**config.mk**
```make
export PLATFORM = sky130hd
export DESIGN_NAME = prio_presenter
export DESIGN_NICKNAME = d
export VERILOG_FILES = /design/src/rtl/pp_pkg.sv /design/src/rtl/pp_pend_buf.sv /design/src/rtl/pp_cur_reg.sv /design/src/rtl/pp_present.sv /design/src/rtl/prio_presenter.sv
export SDC_FILE = /design/constraint.sdc
export NUM_CORES = 1
export LEC_CHECK = 0
export ABC_CLOCK_PERIOD_IN_PS = 3600
export BUFFER_PORTS_ARGS = -buffer_cell sky130_fd_sc_hd__buf_2
export CAP_MARGIN = 5
export CORE_MARGIN = 8
export CORE_UTILIZATION = 46
export CTS_CLUSTER_DIAMETER = 40
export CTS_CLUSTER_SIZE = 14
export DETAILED_ROUTE_END_ITERATION = 10
export GPL_TIMING_DRIVEN = 0
export HOLD_SLACK_MARGIN = 0.05
export MAX_ROUTING_LAYER = met4
export PLACE_DENSITY = 0.78
export SYNTH_ARGS = -nofsm -noshare
export SYNTH_HDL_FRONTEND = slang
export SYNTH_SLANG_ARGS = --single-unit
```
**constraint.sdc**
```tcl
create_clock -name clk -period 3.6 [get_ports clk]
set_input_delay 0.72 -clock clk [delete_from_list [all_inputs] [get_ports clk]]
set_output_delay 0.72 -clock clk [all_outputs]
set_load 0.05 [all_outputs]
```
**src/rtl/pp_pkg.sv**
```systemverilog
package pp_pkg;
  localparam int PP_LVLS = 8;
  localparam int PP_PW   = 8;
  localparam int PP_PMAX = PP_LVLS - 1;

  // leading-zero count of the pending map, all-ones when empty
  function automatic logic [PP_PW-1:0] buf_to_prio(input logic [PP_LVLS-1:0] b);
    logic [PP_PW-1:0] r;
    r = '1;
    for (int i = 0; i < PP_LVLS; i++)
      if (b[i]) r = PP_PW'(PP_LVLS - 1 - i);
    return r;
  endfunction

  // out-of-range threshold values become fully masked
  function automatic logic [PP_PW-1:0] clamp_prio(input logic [PP_PW-1:0] v);
    return (v > PP_PW'(PP_PMAX)) ? '1 : v;
  endfunction
endpackage

```
**src/rtl/pp_pend_buf.sv**
```systemverilog
module pp_pend_buf
  import pp_pkg::*;
#(
  parameter int LVLS = PP_LVLS,
  parameter int PW   = PP_PW
) (
  input  logic            clk,
  input  logic            rst_n,
  input  logic            ntf_valid,
  input  logic [PW-1:0]   ntf_prio,
  input  logic            clr_en,
  input  logic [PW-1:0]   clr_prio,
  output logic [LVLS-1:0] pend_q,
  output logic [LVLS-1:0] pend_nx,
  output logic [PW-1:0]   pend_prio
);
  logic [LVLS-1:0] set_vec;
  logic [LVLS-1:0] clr_vec;

  for (genvar i = 0; i < LVLS; i++) begin : g_lvl
    localparam logic [PW-1:0] LVL = PW'(LVLS - 1 - i);
    assign set_vec[i] = ntf_valid && (ntf_prio == LVL);
    assign clr_vec[i] = clr_en && (clr_prio == LVL);
  end

  // clear of the acknowledged level first, then the new notify
  assign pend_nx   = (pend_q & ~clr_vec) | set_vec;
  assign pend_prio = buf_to_prio(pend_q);

  always_ff @(posedge clk or negedge rst_n) begin
    if (!rst_n) pend_q <= '0;
    else        pend_q <= pend_nx;
  end
endmodule

```
**src/rtl/pp_cur_reg.sv**
```systemverilog
module pp_cur_reg
  import pp_pkg::*;
#(
  parameter int PW = PP_PW
) (
  input  logic          clk,
  input  logic          rst_n,
  input  logic          cur_wr,
  input  logic [PW-1:0] cur_wdata,
  input  logic          ack,
  input  logic [PW-1:0] ack_val,
  output logic [PW-1:0] cur_q,
  output logic [PW-1:0] cur_nx
);
  always_comb begin
    cur_nx = cur_q;
    if (ack)         cur_nx = ack_val;
    else if (cur_wr) cur_nx = clamp_prio(cur_wdata);
  end

  always_ff @(posedge clk or negedge rst_n) begin
    if (!rst_n) cur_q <= '0;
    else        cur_q <= cur_nx;
  end
endmodule

```
**src/rtl/pp_present.sv**
```systemverilog
module pp_present
  import pp_pkg::*;
#(
  parameter int LVLS = PP_LVLS,
  parameter int PW   = PP_PW
) (
  input  logic            clk,
  input  logic            rst_n,
  input  logic [LVLS-1:0] pend_nx,
  input  logic [PW-1:0]   cur_nx,
  input  logic            ack,
  output logic            eo_q,
  output logic            irq_q
);
  logic [PW-1:0] best_nx;
  logic          cond_nx;

  assign best_nx = buf_to_prio(pend_nx);
  assign cond_nx = best_nx < cur_nx;

  always_ff @(posedge clk or negedge rst_n) begin
    if (!rst_n) begin
      eo_q  <= 1'b0;
      irq_q <= 1'b0;
    end else begin
      irq_q <= cond_nx;
      eo_q  <= cond_nx && !ack;
    end
  end
endmodule

```
**src/rtl/prio_presenter.sv**
```systemverilog
module prio_presenter
  import pp_pkg::*;
#(
  parameter int LVLS = PP_LVLS,
  parameter int PW   = PP_PW
) (
  input  logic            clk,
  input  logic            rst_n,
  input  logic            ntf_valid,
  input  logic [PW-1:0]   ntf_prio,
  input  logic            cur_wr,
  input  logic [PW-1:0]   cur_wdata,
  input  logic            ack,
  output logic [PW-1:0]   ack_data,
  output logic [LVLS-1:0] pend_buf,
  output logic [PW-1:0]   pend_prio,
  output logic [PW-1:0]   cur_prio,
  output logic            exc_flag,
  output logic            irq_out
);
  logic [LVLS-1:0] pend_nx;
  logic [PW-1:0]   cur_nx;

  pp_pend_buf #(.LVLS(LVLS), .PW(PW)) u_buf (
    .clk(clk), .rst_n(rst_n),
    .ntf_valid(ntf_valid), .ntf_prio(ntf_prio),
    .clr_en(ack), .clr_prio(pend_prio),
    .pend_q(pend_buf), .pend_nx(pend_nx), .pend_prio(pend_prio)
  );

  pp_cur_reg #(.PW(PW)) u_cur (
    .clk(clk), .rst_n(rst_n),
    .cur_wr(cur_wr), .cur_wdata(cur_wdata),
    .ack(ack), .ack_val(pend_prio),
    .cur_q(cur_prio), .cur_nx(cur_nx)
  );

  pp_present #(.LVLS(LVLS), .PW(PW)) u_pres (
    .clk(clk), .rst_n(rst_n),
    .pend_nx(pend_nx), .cur_nx(cur_nx), .ack(ack),
    .eo_q(exc_flag), .irq_q(irq_out)
  );

  assign ack_data = ack ? pend_prio : '0;
endmodule

```
Word-level counts from Yosys, hierarchy flattened
Index checks and enable logic that the tools add are counted.
W data, S select, Z words.
- register bits: 18
- latch bits: 0
- RAM bits: 0
- ROM bits: 0
- bits of input ports: 21
- output and inout bits: 34
- memories: 0
- $add $sub $neg: 0
- $mul: 0
- divide/modulo/power cells: 0
- order comparisons: 2
- equality and inequality tests: 14
- shifts and indexed selects: 0
- muxes and demuxes: 20
- bitwise operators: 3
- reduce and logical (&&, ||, !) cells: 20
- operators with widths (kind ; number):
    $mux W8 ; 20
    $eq A8 B3 Y1 const B ; 8
    $eq A8 B2 Y1 const B ; 4
    $logic_and A1 B1 Y1 ; 17
    $eq A8 B1 Y1 const B ; 2
    $logic_not A8 Y1 ; 2
    $and A8 B8 Y8 ; 1
    $gt A8 B3 Y1 const B ; 1
    $lt A8 B8 Y1 ; 1
    $not A8 Y8 ; 1
    $or A8 B8 Y8 ; 1
    $logic_not A1 Y1 ; 1

Depth between registers and ports, before layout
- depth after elaboration: 23
- mapped depth: 13
- gate-level depth less buffers: 13

Cells and area by module
Synthesis repeated with hierarchy kept, for this count alone.
- cells, all modules: 140
- area total of the unflattened synthesis: 1237.4 um^2
- by module, submodules not included (module ; instances ; cells an instance ; area each (um^2) ; sequential area each (um^2)):
    pp_pend_buf ; 1 ; 55 ; 500.5 ; 200.2
    pp_cur_reg ; 1 ; 37 ; 356.6 ; 200.2
    pp_present ; 1 ; 40 ; 330.3 ; 50.0
    prio_presenter ; 1 ; 8 ; 50.0 ; 0.0

Least setup slack after synthesis
OpenSTA, ideal clock, no wires.
- path type: flip-flop to flip-flop
- start point: register u_buf.pend_q[7]
- end point: register u_pres.eo_q
- library setup time: 0.086 ns
- arrival: 3.831 ns
- required time: 3.514 ns
- path slack: -0.317 ns
- cell stages (with the launch flop): 14
- path buffers: 0
- cell sequence: dfrtp_1 nor4_2 nand2_1 a21o_1 or2_2 nor3_1 and2_1 ha_1 a21oi_1 o21ai_0 o2111ai_1 nor2_1 o211a_1 nor3_1
- RTL lines (item ; RTL line ; text):
    start, declared ; pp_pend_buf.sv:13 ; output logic [LVLS-1:0] pend_q,
    start signal, assigned ; pp_pend_buf.sv:32 ; else pend_q <= pend_nx;
    $mux W8 ; pp_pkg.sv:11 ; if (b[i]) r = PP_PW'(PP_LVLS - 1 - i);
    via pend_prio[2] ; prio_presenter.sv:16 ; output logic [PW-1:0] pend_prio,
    $eq A8 B3 Y1 ; pp_pend_buf.sv:23 ; assign clr_vec[i] = clr_en && (clr_prio == LVL);
    $logic_and A1 B1 Y1 ; pp_pend_buf.sv:23 ;
    $not A8 Y8 ; pp_pend_buf.sv:27 ; assign pend_nx = (pend_q & ~clr_vec) | set_vec;
    $and A8 B8 Y8 ; pp_pend_buf.sv:27 ;
    $or A8 B8 Y8 ; pp_pend_buf.sv:27 ;
    via pend_nx[3] ; prio_presenter.sv:21 ; logic [LVLS-1:0] pend_nx;
    $mux W8 (5 in a row) ; pp_pkg.sv:11 ;
    $lt A8 B8 Y1 ; pp_present.sv:19 ; assign cond_nx = best_nx < cur_nx;
    $logic_and A1 B1 Y1 ; pp_present.sv:27 ; eo_q <= cond_nx && !ack;
    end signal, assigned ; pp_present.sv:27 ;
    end, declared ; pp_present.sv:12 ; output logic eo_q,
The timed path passes the listed nets, and every way through them passes these cells.

Worst setup path after layout
- start point: input port ntf_prio[3]
- end point: register u_pres.eo_q
- RTL lines (item ; RTL line ; text):
    start, declared ; prio_presenter.sv:10 ; input logic [PW-1:0] ntf_prio,
    $eq A8 B3 Y1 ; pp_pend_buf.sv:22 ; assign set_vec[i] = ntf_valid && (ntf_prio == LVL);
    $logic_and A1 B1 Y1 ; pp_pend_buf.sv:22 ;
    $or A8 B8 Y8 ; pp_pend_buf.sv:27 ;
    via pend_nx[2] ; prio_presenter.sv:21 ;
    $mux W8 (6 in a row) ; pp_pkg.sv:11 ;
    $lt A8 B8 Y1 ; pp_present.sv:19 ;
    $logic_and A1 B1 Y1 ; pp_present.sv:27 ;
The timed path passes the listed nets, and every way through them passes these cells.

==> impl_metrics.toml <==
[global_route]
grt_pass1_wl_um = 5040
grt_start_max_net_pins = 19
grtUsageTotal_pct = 14.3
grt_pass1_vias = 1116
grt_antenna_before_repair = 0
overflow = 0

[placed_design]
post_dp_cell_area_mm2 = 0.00154
io_buffers = 54
post-place-ws_ns = -0.166
gp_congestion = 0.860
dp_hpwl_um = 2620

[clock_network]
clockRootBuffer = "clkbuf_4"
cts_resized = 0
clk_pin_slew_worst_paths_ns = 0.09
postCtsSetupRepairBufs = 0
cts_tree = "yes"
cts_hold_buffers = 0
insertion_delay_ns = 0.28
clock_path_buffers = 2
cts.sinks = 18
htree_num_levels = 1
cts_buffers = 3

[routing]
vias = 1189
viasPerCell = 5.28
drcViolationCount = 0
wl_per_cell_um = 13.8
drt_pass1_iterations = 4
drt_iter0_markers = 66
ant_nets = 0
wl_um = 3110

[critical_path]
reg2reg_slack_ns = 0.39
end_kind = "flop"
reg2reg_depth = 13
crit_arrival_ns = 3.69
r2r_start = "u_buf.pend_q[7]"
worstPathRequired_ns = 3.80
crit_type = "in2reg"
crit_path_start_kind = "primary input"
r2r_end = "u_pres.eo_q"
path_max_fanout = 5

[logic_synthesis]
avgSynthCellArea_um2 = 8.90
ys_warn_count = 0
yosys_most_used_dff = "dfrtp_1"
ys_ff_latch = 18
synth_fp_nets = 165
synth_enable_flop_cells = 0
synth_cell_types = 40
async_flop_share_pct = 100
synth_area_mm2 = 0.00122
yosysSeqAreaShare_pct = 37.0
netlist_instances = 137

[power]
leakage_uw = 0.000832
p_int_uw = 327
ir_worst_vdd_v = 0.000327
switching_power_uw = 185
powerDensity_mw_per_mm2 = 326
p_total_uw = 512
switching_share_pct = 36.1
power_frac_seq_pct = 42.5
p_comb_share_pct = 34.5
power.share.clock_pct = 23.0

[final_layout]
fill_cells = 227
diodes = 0
final_cell_area_mm2 = 0.00157
utilization_pct = 62.9
drive_gt1_share_pct = 39.5
final_common_cell = "buf_2"
multi_input_area_um2 = 637
mostFrequentLayoutCells = "54 x buf_2, 18 x dfrtp_1, 17 x inv_1, 13 x a21oi_1"
seq_area_um2 = 450
area.growth.synth_to_final_pct = 29.0
fin_nets = 224

[sta]
setup_violations = 0
worstMarginPinSlew_ns = 0.562
finalHoldViolCount = 0
max_freq_ghz = 0.287
final_max_slew_viol_count = 0
final.min_clock_period_ns = 3.48
worst_slack_ns = 0.115
grt_setup_unrepaired = "no"
post-route-period-util_pct = 96.8
slew_headroom_pct = 62.5
holdWs_ns = 0.339
fin_skew_ns = 0.00111

[die]
start_util_pct = 48.7
die_area_mm2 = 0.00455
core_mm2 = 0.00250
die_y_um = 67.5
die_w_um = 67.5
io_pins = 55
num_rows = 18

[status]
status = "finished clean"

[worst_hold_path]
hp-class = "in2async"

[flow_run]
drv_cap = 0
==> registers in the layout, summed over array words and instances, names as in the netlist <==
| signal | count |
|---|---|
| u_buf.pend_q | 8 |
| u_cur.cur_q | 8 |
| u_pres.eo_q | 1 |
| u_pres.irq_q | 1 |
==> critical path, cell delays in order <==
cell and delay, ns:
buf_2 0.10, or4_4 0.57, or4b_4 0.55, o22ai_2 0.17
or2_2 0.16, nor3_1 0.05, and2_1 0.22, ha_1 0.33
a21oi_1 0.15, o21ai_0 0.12, o2111ai_1 0.22, nor2_1 0.06
o211a_1 0.13, nor3_1 0.13
==> cells in the mapped netlist, drive strengths merged, types with 2 or more instances <==
master | number | share of area [%]
a21oi | 13 | 5.3
nand2b | 2 | 1.0
dfrtp | 18 | 37
nor2 | 9 | 2.8
clkinv | 2 | 0.72
o41ai | 2 | 2.1
inv | 17 | 5.2
or3b | 2 | 1.4
a21o | 4 | 2.5
a211oi | 3 | 2.3
or4 | 2 | 1.5
buf | 8 | 4.9
o21ai | 5 | 2.1
o31ai | 3 | 2.3
or2 | 2 | 1.0
nand2 | 5 | 1.5
o21a | 5 | 3.1
and2 | 4 | 2.1
nor3 | 9 | 3.7
clkbuf | 2 | 0.62
ha | 7 | 7.2
==> metal layers <==
| metal | track usage (%) | up-vias | share of wire [%] |
|---|---|---|---|
| met2 | 24.4 | 36 | 50 |
| met5 | - | - | 0 |
| met1 | 16.7 | 548 | 42 |
| li1 | - | 603 | - |
| met3 | 3.48 | 2 | 7.6 |
| met4 | 2.61 | 0 | 0.32 |
==> cell type report <==
type / instances / area share (%)
sequential: 18 / 28.7
multi-input combinational: 90 / 40.5
tap: 30 / 2.39
clock buffer: 4 / 2.31
timing repair buffer: 54 / 17.2
buffer: 10 / 4.30
inverter: 19 / 4.62
==> metrics by stage <==
stage / setup TNS, ns / cells
after floorplan: 0 / 137
after global routing: 0 / 225
after global placement: -0.164 / 221
after CTS: 0 / 225
after detailed placement: -0.310 / 221
final: 0 / 225
==> power groups by stage <==
stage | logic (uW) | clock network (uW) | registers (uW)
finish | 177 | 118 | 218
detailed placement | 178 | 0 | 221
CTS | 178 | 122 | 218
floorplan | 89.4 | 0 | 262
global route | 192 | 134 | 219
global placement | 174 | 0 | 221
==> worst max path at each step <==
stage | from | slack, ns | endpoint | depth (start not counted)
after floorplan | u_buf.pend_q[7] | 0.09 | u_pres.eo_q | 13
after global placement | ntf_prio[3] | -0.1 | u_pres.eo_q | 14
after detailed placement | ntf_prio[3] | -0.17 | u_pres.eo_q | 14
after CTS | ntf_prio[3] | 0.12 | u_pres.eo_q | 14
after global routing | ntf_prio[3] | 0.002 | u_pres.eo_q | 13
final | ntf_prio[3] | 0.12 | u_pres.eo_q | 14
==> logic make-up (layout without fill, tap and decap cells) <==
| family | count (synthesis) | after routing | synth area share, % |
|---|---|---|---|
| simple gates | 41 | 41 | 19.5 |
| buf+inv | 29 | 87 | 11.5 |
| fa+ha+maj | 7 | 7 | 7.19 |
| flops | 18 | 18 | 37.0 |
| compound gates | 42 | 42 | 24.8 |
Power figures use the tool's default switching activity.
